<file path="config.mk">
export PLATFORM = sky130hd
export DESIGN_NAME = serial_csr
export DESIGN_NICKNAME = d
export VERILOG_FILES = /design/src/rtl/serial_csr_pkg.sv /design/src/rtl/serial_csr_cfg.sv /design/src/rtl/serial_csr_rxbuf.sv /design/src/rtl/serial_csr_flags.sv /design/src/rtl/serial_csr.sv
export SDC_FILE = /design/constraint.sdc
export NUM_CORES = 1
export LEC_CHECK = 0
export BUFFER_PORTS_ARGS = -buffer_cell sky130_fd_sc_hd__buf_2
export CAP_MARGIN = 10
export CORE_UTILIZATION = 35
export DETAILED_ROUTE_END_ITERATION = 16
export PLACE_DENSITY = 0.6
export SYNTH_ARGS = -nofsm -noshare
export SYNTH_HDL_FRONTEND = slang
export SYNTH_HIERARCHICAL = 1
export SYNTH_SLANG_ARGS = --single-unit
</file>
<file path="constraint.sdc">
create_clock -name clk_i -period 1.65 [get_ports clk_i]
set_input_delay 0.0825 -clock clk_i [delete_from_list [all_inputs] [get_ports clk_i]]
set_output_delay 0.0825 -clock clk_i [all_outputs]
set_load 0.005 [all_outputs]
</file>
<file path="src/rtl/serial_csr_pkg.sv">
package serial_csr_pkg;
  localparam int unsigned DW = 8;
  typedef logic [DW-1:0] byte_t;

  localparam logic [2:0] A_STAT = 3'd0;
  localparam logic [2:0] A_CTLB = 3'd1;
  localparam logic [2:0] A_CTLC = 3'd2;
  localparam logic [2:0] A_BLO  = 3'd4;
  localparam logic [2:0] A_BHI  = 3'd5;
  localparam logic [2:0] A_DATA = 3'd6;

  // status bits
  localparam int unsigned ST_RXD = 7;
  localparam int unsigned ST_TXD = 6;
  localparam int unsigned ST_EMP = 5;
  // control bits
  localparam int unsigned CB_RXIE = 7;
  localparam int unsigned CB_TXIE = 6;
  localparam int unsigned CB_EIE  = 5;
  localparam int unsigned CB_RXEN = 4;
  localparam int unsigned CB_TXEN = 3;
  localparam int unsigned CB_SZ2  = 2;
  // format bits
  localparam int unsigned CC_SZ1 = 2;
  localparam int unsigned CC_SZ0 = 1;

  localparam byte_t STAT_RST   = 8'h20;
  localparam byte_t CTLC_RST   = 8'h06;
  localparam byte_t STAT_WMASK = 8'h43;
  localparam byte_t CTLB_WMASK = 8'hFD;

  localparam int unsigned MIN_CHAR = 5;

  function automatic byte_t size_mask(logic [2:0] code, byte_t prev);
    byte_t m;
    if (!code[2]) m = byte_t'((16'd1 << (16'(code) + 16'(MIN_CHAR))) - 16'd1);
    else if (code == 3'd7) m = '1;
    else m = prev;
    return m;
  endfunction
endpackage

</file>
<file path="src/rtl/serial_csr_cfg.sv">
module serial_csr_cfg
  import serial_csr_pkg::*;
#(
  parameter int unsigned BAUD_W = 12
) (
  input  logic              clk_i,
  input  logic              rst_ni,
  input  logic              clr_i,
  input  logic              wr_ctlb_i,
  input  logic              wr_ctlc_i,
  input  logic              wr_blo_i,
  input  logic              wr_bhi_i,
  input  byte_t             wdata_i,
  output byte_t             ctlb_o,
  output byte_t             ctlb_nxt_o,
  output byte_t             ctlc_o,
  output logic [BAUD_W-1:0] baud_o,
  output byte_t             mask_o
);
  localparam int unsigned BHI_W = BAUD_W - DW;
  localparam byte_t MASK_RST = size_mask({1'b0, CTLC_RST[CC_SZ1], CTLC_RST[CC_SZ0]}, '1);

  byte_t ctlb_q, ctlc_q, blo_q, mask_q;
  logic [BHI_W-1:0] bhi_q;
  logic [2:0] code_nxt;

  assign ctlb_nxt_o = (wdata_i & CTLB_WMASK) | (ctlb_q & ~CTLB_WMASK);

  always_comb begin
    code_nxt[2] = wr_ctlb_i ? ctlb_nxt_o[CB_SZ2] : ctlb_q[CB_SZ2];
    code_nxt[1] = wr_ctlc_i ? wdata_i[CC_SZ1] : ctlc_q[CC_SZ1];
    code_nxt[0] = wr_ctlc_i ? wdata_i[CC_SZ0] : ctlc_q[CC_SZ0];
  end

  always_ff @(posedge clk_i or negedge rst_ni) begin
    if (!rst_ni) begin
      ctlb_q <= '0;
      ctlc_q <= CTLC_RST;
      blo_q  <= '0;
      bhi_q  <= '0;
      mask_q <= MASK_RST;
    end else if (clr_i) begin
      ctlb_q <= '0;
      ctlc_q <= CTLC_RST;
      blo_q  <= '0;
      bhi_q  <= '0;
      mask_q <= MASK_RST;
    end else begin
      if (wr_ctlb_i) ctlb_q <= ctlb_nxt_o;
      if (wr_ctlc_i) ctlc_q <= wdata_i;
      if (wr_blo_i)  blo_q  <= wdata_i;
      if (wr_bhi_i)  bhi_q  <= wdata_i[BHI_W-1:0];
      if (wr_ctlb_i || wr_ctlc_i) mask_q <= size_mask(code_nxt, mask_q);
    end
  end

  assign ctlb_o = ctlb_q;
  assign ctlc_o = ctlc_q;
  assign baud_o = {bhi_q, blo_q};
  assign mask_o = mask_q;

  // only the four legal masks can ever be held
  p_mask_legal_r4: assert property (@(posedge clk_i) disable iff (!rst_ni)
    (mask_q == 8'h1F) || (mask_q == 8'h3F) || (mask_q == 8'h7F) || (mask_q == 8'hFF));

  // a reserved code keeps the mask
  p_reserved_keep_r4: assert property (@(posedge clk_i) disable iff (!rst_ni)
    ((wr_ctlb_i || wr_ctlc_i) && !clr_i && code_nxt[2] && (code_nxt != 3'd7))
    |=> $stable(mask_q));
endmodule

</file>
<file path="src/rtl/serial_csr_rxbuf.sv">
module serial_csr_rxbuf
  import serial_csr_pkg::*;
(
  input  logic  clk_i,
  input  logic  rst_ni,
  input  logic  clr_i,
  input  logic  rx_en_i,
  input  logic  rd_clr_i,
  input  logic  discard_i,
  input  logic  rx_valid_i,
  input  byte_t rx_data_i,
  input  byte_t mask_i,
  output logic  rx_ready_o,
  output logic  rx_accept_o,
  output byte_t rd_byte_o
);
  logic  valid_q;
  byte_t data_q;

  assign rx_ready_o  = rx_en_i & ~valid_q & ~clr_i;
  assign rx_accept_o = rx_valid_i & rx_ready_o;
  assign rd_byte_o   = valid_q ? (data_q & mask_i) : '0;

  always_ff @(posedge clk_i or negedge rst_ni) begin
    if (!rst_ni) begin
      valid_q <= 1'b0;
      data_q  <= '0;
    end else if (clr_i) begin
      valid_q <= 1'b0;
      data_q  <= '0;
    end else begin
      if (rd_clr_i || discard_i) valid_q <= 1'b0;
      if (rx_accept_o) begin
        valid_q <= 1'b1;
        data_q  <= rx_data_i;
      end
    end
  end

  // an accepted byte is held unchanged
  p_capture_r5: assert property (@(posedge clk_i) disable iff (!rst_ni)
    rx_accept_o |=> (valid_q && (data_q == $past(rx_data_i))));

  // a data read empties the holder
  p_read_empties_r6: assert property (@(posedge clk_i) disable iff (!rst_ni)
    (rd_clr_i && !rx_accept_o) |=> !valid_q);
endmodule

</file>
<file path="src/rtl/serial_csr_flags.sv">
module serial_csr_flags
  import serial_csr_pkg::*;
(
  input  logic       clk_i,
  input  logic       rst_ni,
  input  logic       clr_i,
  input  logic       wr_stat_i,
  input  byte_t      wdata_i,
  input  logic       tx_fire_i,
  input  logic       rd_clr_i,
  input  logic       rx_accept_i,
  input  logic       wr_ctlb_i,
  input  logic [2:0] ie_cur_i,   // {rx, tx, empty}
  input  logic [2:0] ie_nxt_i,
  output byte_t      stat_o,
  output logic       irq_rx_o,
  output logic       irq_tx_o,
  output logic       irq_empty_o
);
  byte_t stat_q, stat_w;
  logic  irq_rx_q, irq_tx_q, irq_emp_q;

  assign stat_w = (wdata_i & STAT_WMASK) | (stat_q & ~STAT_WMASK);

  always_ff @(posedge clk_i or negedge rst_ni) begin
    if (!rst_ni) begin
      stat_q    <= STAT_RST;
      irq_rx_q  <= 1'b0;
      irq_tx_q  <= 1'b0;
      irq_emp_q <= 1'b0;
    end else if (clr_i) begin
      stat_q    <= STAT_RST;
      irq_rx_q  <= 1'b0;
      irq_tx_q  <= 1'b0;
      irq_emp_q <= 1'b0;
    end else begin
      if (wr_stat_i) begin
        stat_q         <= stat_w;
        stat_q[ST_TXD] <= 1'b0;  // written 0 stores 0, written 1 clears
        if (stat_w[ST_TXD]) irq_tx_q <= 1'b0;
      end
      if (wr_ctlb_i) begin
        irq_rx_q  <= ie_nxt_i[2] & stat_q[ST_RXD];
        irq_tx_q  <= ie_nxt_i[1] & stat_q[ST_TXD];
        irq_emp_q <= ie_nxt_i[0] & stat_q[ST_EMP];
      end
      if (tx_fire_i) begin
        stat_q[ST_EMP] <= 1'b1;
        stat_q[ST_TXD] <= ~ie_cur_i[1];
        if (ie_cur_i[1]) irq_tx_q  <= 1'b1;
        if (ie_cur_i[0]) irq_emp_q <= 1'b1;
      end
      if (rd_clr_i) begin
        stat_q[ST_RXD] <= 1'b0;
        irq_rx_q       <= 1'b0;
      end
      if (rx_accept_i) begin
        stat_q[ST_RXD] <= 1'b1;
        if (ie_cur_i[2]) irq_rx_q <= 1'b1;
      end
    end
  end

  assign stat_o      = stat_q;
  assign irq_rx_o    = irq_rx_q;
  assign irq_tx_o    = irq_tx_q;
  assign irq_empty_o = irq_emp_q;

  // write-one clears transmit done and its interrupt
  p_w1c_txd_r2: assert property (@(posedge clk_i) disable iff (!rst_ni)
    (wr_stat_i && wdata_i[ST_TXD] && !clr_i) |=> (!stat_q[ST_TXD] && !irq_tx_q));

  // an accepted transmit write leaves the empty flag set
  p_tx_sets_empty_r7: assert property (@(posedge clk_i) disable iff (!rst_ni)
    (tx_fire_i && !clr_i) |=> stat_q[ST_EMP]);

  // control write recomputes every line from enable AND flag
  p_irq_recompute_r8: assert property (@(posedge clk_i) disable iff (!rst_ni)
    (wr_ctlb_i && !clr_i && !rx_accept_i)
    |=> ({irq_rx_q, irq_tx_q, irq_emp_q} ==
         $past(ie_nxt_i & {stat_q[ST_RXD], stat_q[ST_TXD], stat_q[ST_EMP]})));
endmodule

</file>
<file path="src/rtl/serial_csr.sv">
module serial_csr
  import serial_csr_pkg::*;
#(
  parameter int unsigned ADDR_W = 3,
  parameter int unsigned BAUD_W = 12
) (
  input  logic              clk_i,
  input  logic              rst_ni,
  input  logic              pwr_off_i,
  input  logic [ADDR_W-1:0] addr_i,
  input  logic              rd_i,
  input  logic              wr_i,
  input  logic [7:0]        wdata_i,
  output logic [7:0]        rdata_o,
  input  logic              rx_valid_i,
  input  logic [7:0]        rx_data_i,
  output logic              rx_ready_o,
  output logic              tx_valid_o,
  output logic [7:0]        tx_data_o,
  output logic [BAUD_W-1:0] baud_o,
  output logic              irq_rx_o,
  output logic              irq_tx_o,
  output logic              irq_empty_o
);
  logic wr_en, rd_en;
  logic sel_stat, sel_ctlb, sel_ctlc, sel_blo, sel_bhi, sel_data;
  logic wr_ctlb, tx_fire, rd_clr, discard, rx_accept;
  byte_t ctlb, ctlb_nxt, ctlc, mask, stat, rd_byte;

  assign wr_en = wr_i & ~pwr_off_i;
  assign rd_en = rd_i & ~wr_i & ~pwr_off_i;

  assign sel_stat = (addr_i == ADDR_W'(A_STAT));
  assign sel_ctlb = (addr_i == ADDR_W'(A_CTLB));
  assign sel_ctlc = (addr_i == ADDR_W'(A_CTLC));
  assign sel_blo  = (addr_i == ADDR_W'(A_BLO));
  assign sel_bhi  = (addr_i == ADDR_W'(A_BHI));
  assign sel_data = (addr_i == ADDR_W'(A_DATA));

  assign wr_ctlb = wr_en & sel_ctlb;
  assign tx_fire = wr_en & sel_data & ctlb[CB_TXEN];
  assign rd_clr  = rd_en & sel_data & ctlb[CB_RXEN];
  assign discard = wr_ctlb & ~ctlb_nxt[CB_RXEN];

  serial_csr_cfg #(.BAUD_W(BAUD_W)) u_cfg (
    .clk_i      (clk_i),
    .rst_ni     (rst_ni),
    .clr_i      (pwr_off_i),
    .wr_ctlb_i  (wr_ctlb),
    .wr_ctlc_i  (wr_en & sel_ctlc),
    .wr_blo_i   (wr_en & sel_blo),
    .wr_bhi_i   (wr_en & sel_bhi),
    .wdata_i    (wdata_i),
    .ctlb_o     (ctlb),
    .ctlb_nxt_o (ctlb_nxt),
    .ctlc_o     (ctlc),
    .baud_o     (baud_o),
    .mask_o     (mask)
  );

  serial_csr_rxbuf u_rxbuf (
    .clk_i       (clk_i),
    .rst_ni      (rst_ni),
    .clr_i       (pwr_off_i),
    .rx_en_i     (ctlb[CB_RXEN]),
    .rd_clr_i    (rd_clr),
    .discard_i   (discard),
    .rx_valid_i  (rx_valid_i),
    .rx_data_i   (rx_data_i),
    .mask_i      (mask),
    .rx_ready_o  (rx_ready_o),
    .rx_accept_o (rx_accept),
    .rd_byte_o   (rd_byte)
  );

  serial_csr_flags u_flags (
    .clk_i       (clk_i),
    .rst_ni      (rst_ni),
    .clr_i       (pwr_off_i),
    .wr_stat_i   (wr_en & sel_stat),
    .wdata_i     (wdata_i),
    .tx_fire_i   (tx_fire),
    .rd_clr_i    (rd_clr),
    .rx_accept_i (rx_accept),
    .wr_ctlb_i   (wr_ctlb),
    .ie_cur_i    ({ctlb[CB_RXIE], ctlb[CB_TXIE], ctlb[CB_EIE]}),
    .ie_nxt_i    ({ctlb_nxt[CB_RXIE], ctlb_nxt[CB_TXIE], ctlb_nxt[CB_EIE]}),
    .stat_o      (stat),
    .irq_rx_o    (irq_rx_o),
    .irq_tx_o    (irq_tx_o),
    .irq_empty_o (irq_empty_o)
  );

  always_comb begin
    rdata_o = '0;
    if (rd_en) begin
      unique case (1'b1)
        sel_stat: rdata_o = stat;
        sel_ctlb: rdata_o = ctlb;
        sel_ctlc: rdata_o = ctlc;
        sel_blo:  rdata_o = baud_o[DW-1:0];
        sel_bhi:  rdata_o = DW'(baud_o[BAUD_W-1:DW]);
        sel_data: rdata_o = ctlb[CB_RXEN] ? rd_byte : '0;
        default:  rdata_o = '0;
      endcase
    end
  end

  assign tx_valid_o = tx_fire;
  assign tx_data_o  = wdata_i;

  // nothing leaves the block while powered down
  p_off_quiet_r9: assert property (@(posedge clk_i) disable iff (!rst_ni)
    pwr_off_i |-> ((rdata_o == 8'h00) && !tx_valid_o && !rx_ready_o));

  // power-down drops every interrupt
  p_off_irq_low_r9: assert property (@(posedge clk_i) disable iff (!rst_ni)
    pwr_off_i |=> (!irq_rx_o && !irq_tx_o && !irq_empty_o));

  // the hole in the map reads zero
  p_hole_zero_r10: assert property (@(posedge clk_i) disable iff (!rst_ni)
    (rd_i && (addr_i == ADDR_W'(3))) |-> (rdata_o == 8'h00));
endmodule

</file>
==> results of run 1 <==
-- state kept, by name, summed over array words and instances, names as in the netlist --
name and flops:
u_rxbuf/valid_q 1, u_cfg/blo_q 8, u_cfg/mask_o 5, u_cfg/bhi_q 4, u_rxbuf/data_q 8, u_flags/irq_rx_o 1, u_flags/irq_empty_o 1, u_cfg/ctlb_o 7
u_flags/irq_tx_o 1, u_flags/stat_o 5, u_cfg/ctlc_o 8
-- final cells by class --
| cell class | instances | share of cell area [%] |
|---|---|---|
| multi-input cells | 211 | 42.2 |
| flip-flops and latches | 49 | 35.4 |
| repair buffers | 88 | 15.2 |
| well taps | 105 | 3.76 |
| clock buffers | 7 | 2.47 |
| clock inverters | 1 | 0.859 |
| inverters | 1 | 0.107 |
-- repair_timing --
| action | 4_1_cts | 5_1_grt |
|---|---|---|
| gates resized for setup | 6 | 3 |
| endpoints found under the setup margin | 3 | 9 |
| hold buffers | 1 | 0 |
| endpoints found under the hold margin | 41 | 0 |
| pin swaps | 3 | 5 |
-- metal layers --
layer	vias up	GRT usage (%)	wire length, um
met4	0	5.51	132
met1	1117	26.4	3770
met5	-	0	0
met3	6	2.93	216
li1	1125	-	-
met2	43	27.9	3240
-- how the worst min path moves through the flow --
stage	start	end	cells after the start
2_1_floorplan	rst_ni	u_cfg/bhi_q[0]	0
3_3_place_gp	rst_ni	u_rxbuf/data_q[6]	2
3_5_place_dp	rst_ni	u_rxbuf/data_q[6]	2
4_1_cts	rx_data_i[7]	u_rxbuf/data_q[7]	3
5_1_grt	rx_data_i[2]	u_rxbuf/data_q[2]	3
6_report	rx_data_i[1]	u_rxbuf/data_q[1]	3
-- placed cells by master, fill, tap and decap left out, types with 3 or more instances in the layout --
cell type,count
a21oi_1,14
and3_1,9
buf_2,57
buf_4,29
clkbuf_8,6
conb_1,4
dfrtp_1,40
dfstp_2,8
mux2_2,3
mux2i_1,40
nand2_1,6
nand2b_1,25
nand3_1,3
nand3b_1,8
nor2_1,42
nor3_1,7
-- worst min-delay path: stages --
cell and delay [ps]:
buf_2 90, nand2b_1 60, mux2i_1 60
-- power breakdown --
part	switching (mW)	leakage, nW	internal, mW
Sequential	0.00751	0.654	1.21
Clock	0.410	0.0585	0.495
Combinational	0.167	0.836	0.123
Total	0.585	1.55	1.83
==> run metrics, run 1 <==
total power=2.42 mW; Largest stage delay, worst path=570 ps; Die Y-Extent=93.6 um; die area=8760 um2; Min Hold Slack=32.2 ps; path length in cells of the critical path=6; Period Utilization, post-route=99.7%; Final Worst Setup Slack=4.51 ps; CTS root buf=clkbuf_8; dpl ws=-304 ps; Design Area, Final=3500 um2; RR Startpoint=u_cfg/ctlc_o[1]; fin nets=382; crit path launch=u_cfg/mask_o[4]; via count=2291; Highest Clock Rate=608 MHz; core area=8180 um2; cell family with most CP delay=flip-flops; Buffers on Ports=57; Post-DRT Antenna Nets=0; Multi-input gate area=1480 um2; Clock Latency Late Sink=300 ps; R2R Setup Slk=100 ps; gr ovfl total=0; critical path, cell by cell=and3_4, nand3_4, a21oi_2, nor3_1, nor2_1, buf_2; DP Cell Count=453; dpl hpwl=5160 um; io pins=58; critical path class=reg2out; layout cells sized above 1=35.0%; first-pass GRT wire length=12100 um; crit path max fanout=5; Pwr Density=691 nW/um2; max cap viols=0; CP endpoint=rdata_o[2]; CTS buffer count=5; Slew Limit Fails=0; drt pass-1 iters=4; FF+latch area=1240 um2; Area after DPL=3340 um2; per-cell routed wire length=15.9 um; r2r endpoint=u_cfg/mask_o[6]; slowest CP cell=dfstp_2; Final Non-Filler Cells=462; Syn. warnings=6; antenna violations before repair=0; Initial Util=35.9%; setup bufs post-CTS=0; DRT Wirelength=7350 um; Tot GR Track Use=18.2%; vias in the first global route=2318; RSZ-0062 raised after global routing=yes; Vias/cell=4.96; Reg2Reg Depth=6; largest net degree at the start of global routing=50; critical path data arrival time=1560 ps; Clock Sinks=49; Max H-tree Level=2; Setup Viol. Count Final=0; filler instances=807; Synth Cell Area=2940 um2; # diodes=0; Worst VDD drop=0.000420 V; Area Overhead vs Synth=19.0%; GP Congestion=0.868; status=finished, final reports clean; Worst Setup Start Kind=register; Fin Setup TNS=0 ps; die width=93.6 um; fin util=42.8%; CP Data Required Time=1570 ps; Longest Clk Path Bufs=2; CTS tree=yes; Mapped Cells=298; drc violations=0; Worst-path clk slew=90 ps; Hold/Removal Path Class=in2reg; Mean Syn Cell Area=9.86 um2; Rows=33; Hold Violations, Final=0; crit path time final=1650 ps; CP endpoint kind=output pin; CP bufs+invs=1; clk_skew=9.37 ps; P_leak=1.55 nW; Starting DRT DRC Count=105
Note: power is estimated with default switching activity, not from simulation.
==> inputs of run 2 (changes only) <==
BUFFER_PORTS_ARGS = default   (was -buffer_cell sky130_fd_sc_hd__buf_2)
DONT_BUFFER_PORTS = 1   (was default)
PLACE_DENSITY = 0.54   (was 0.6)
==> run 2 against run 1 <==
Worst setup slack gained 79 ps. Via count shrank 6.7%. Utilization shrank 2.2 points. Largest cell class unchanged. Hold slack gained 10 ps. Combinational power shrank 22%. Clock skew shrank 3.7 ps. Final cell count shrank 11%.
==> run metrics, run 2 (same netlist as run 1, synthesis figures left out) <==
max cap viols=0 (unchanged); Largest stage delay, worst path=560 ps (about the same); cell depth of the worst hold path=2 (-1); core area=8180 um2 (unchanged); sequential power share=51.9% (+1.4 points); Area after DPL=2920 um2 (-12%); DRT Wirelength=7210 um (-1.9%); critical path, cell by cell=and3_4, nand3_4, a21oi_2, nor3_2, nor2_2; Final Worst Setup Slack=83.4 ps (+78.9 ps); critical path data arrival time=1480 ps (-80 ps); CTS tree=yes; Hold/Removal Path Class=in2reg; per-cell routed wire length=17.6 um (+11%); Post-DRT Antenna Nets=0 (unchanged); clk_skew=5.70 ps (-3.67 ps); Starting DRT DRC Count=167 (+59%); Reg2Reg Depth=5 (-1); Design Area, Final=3320 um2 (-5.2%); vias in the first global route=2209 (-4.7%); io pins=58 (unchanged); Final Non-Filler Cells=409 (-11%); Highest Clock Rate=638 MHz (+5.0%); slowest CP cell=dfstp_2; fin util=40.6% (-2.2 points); P_leak=1.30 nW (-16%); commonest non-fill, non-tap cell in the layout=nor2_1; CTS root buf=clkbuf_8; switching power=538 uW (-8.0%); Hold Crit Start=pwr_off_i; Comb pwr share=9.6% (-2.4 points); Clk pwr share=38.6% (+1.1 points); RSZ-0062 raised after global routing=yes; dpl ws=-138 ps (+167 ps); GP Congestion=0.773 (-11%); layout cells sized above 1=18.8% (-16 points); die width=93.6 um (unchanged); Longest Clk Path Bufs=2 (unchanged); Internal=1.82 mW (-0.71%); Initial Util=35.9% (unchanged); crit path time final=1570 ps (-78.9 ps); antenna violations before repair=0 (unchanged); sw frac=22.8% (-1.4 points); Clock Latency Late Sink=300 ps (about the same); Setup Viol. Count Final=0 (unchanged); status=finished, final reports clean; Slew Limit Fails=0 (unchanged); Period Utilization, post-route=94.9% (-4.8 points); Worst VDD drop=0.000289 V (-31%); CP endpoint kind=output pin; Max H-tree Level=2 (unchanged); R2R Setup Slk=110 ps (about the same); total power=2.36 mW (-2.5%); drc violations=0 (unchanged); CP bufs+invs=0 (-1); commonest non-fill, non-tap cells in the layout=42 x nor2_1, 40 x mux2i_1, 40 x dfrtp_1; largest net degree at the start of global routing=55 (+10%); CTS buffer count=5 (unchanged); Hold Violations, Final=0 (unchanged); Tot GR Track Use=17.6% (-0.63 points); Vias/cell=5.22 (+5.4%); via count=2137 (-6.7%); dpl hpwl=4720 um (-8.6%); Worst-path clk slew=90 ps (about the same); CP Data Required Time=1570 ps (about the same); crit path max fanout=4 (-1); Worst Setup Start Kind=register; critical path class=reg2out; DP Cell Count=380 (-16%); fin nets=329 (-14%); die area=8760 um2 (unchanged); r2r endpoint=u_cfg/mask_o[6]; drt pass-1 iters=4 (unchanged); Rows=33 (unchanged); first-pass GRT wire length=11700 um (-3.0%); # diodes=0 (unchanged); gr ovfl total=0 (unchanged); Pwr Density=710 nW/um2 (+2.9%); RR Startpoint=u_cfg/ctlc_o[1]; Clock Sinks=49 (unchanged); Area Overhead vs Synth=12.9%; Buffers on Ports=0 (-100%); cell family with most CP delay=flip-flops; Hold EP=u_cfg/mask_o[7]; Die Y-Extent=93.6 um (unchanged)
[run 2: cell count changes in the layout (fill, tap and decap cells not counted)]
cell           before  now
buf_2              57    0
buf_16              0    1
nor2b_2             2    3
a32o_1              0    1
a32o_2              1    0
nor3_1              7    5
buf_4              29   15
nor3_2              2    4
dlygate4sd3_1       1   18
nor2b_1             2    1
[run 2: what timing repair did]
item | in CTS | in global routing
pin swaps | 0 | 5
buffers inserted | 0 | 1
endpoints found under the setup margin | 2 | 2
hold buffers | 20 | 0
resized for setup | 1 | 9
endpoints found under the hold margin | 93 | 0
[run 2: metal layers]
layer  track usage, %  share of wire (%)
met5                0                  0
met4             4.74               0.73
met3             3.50                5.1
met2             27.5                 46
met1             24.7                 48
[run 2: cell type report]
| class | count | area, um2 |
|---|---|---|
| Tap cell | 105 | 131 |
| Fill cell | 818 | 4860 |
| Clock inverter | 1 | 30.0 |
| Clock buffer | 7 | 86.3 |
| Sequential cell | 49 | 1240 |
| Inverter | 1 | 3.75 |
| Multi-Input combinational cell | 211 | 1490 |
| Timing Repair Buffer | 35 | 340 |
[run 2: how the worst max path moves through the flow]
stage / from / endpoint / slack (ps) / cells past startpoint
6_report: u_cfg/mask_o[4] / rdata_o[2] / 80 / 5
5_1_grt: u_cfg/mask_o[4] / rdata_o[2] / -5 / 5
4_1_cts: u_cfg/mask_o[4] / rdata_o[2] / 60 / 5
3_5_place_dp: pwr_off_i / u_cfg/mask_o[0] / -140 / 8
3_3_place_gp: pwr_off_i / u_cfg/mask_o[4] / -100 / 8
2_1_floorplan: addr_i[2] / u_cfg/mask_o[5] / -470 / 8
[run 2: power groups by stage]
stage / Clock, mW / Sequential [mW] / Combinational [mW]
after floorplan: 0 / 1.24 / 0.170
after global placement: 0 / 1.24 / 0.123
after detailed placement: 0 / 1.24 / 0.123
after CTS: 0.923 / 1.22 / 0.225
after global routing: 0.987 / 1.22 / 0.251
final: 0.909 / 1.22 / 0.225
[run 2: through the flow]
stage,hold WS (ps),TNS (ps)
floorplan,-213,-2150
finish,42.3,0
CTS,28.5,0
detailed placement,-212,-619
global placement,-212,-455
global route,24.0,-4.96
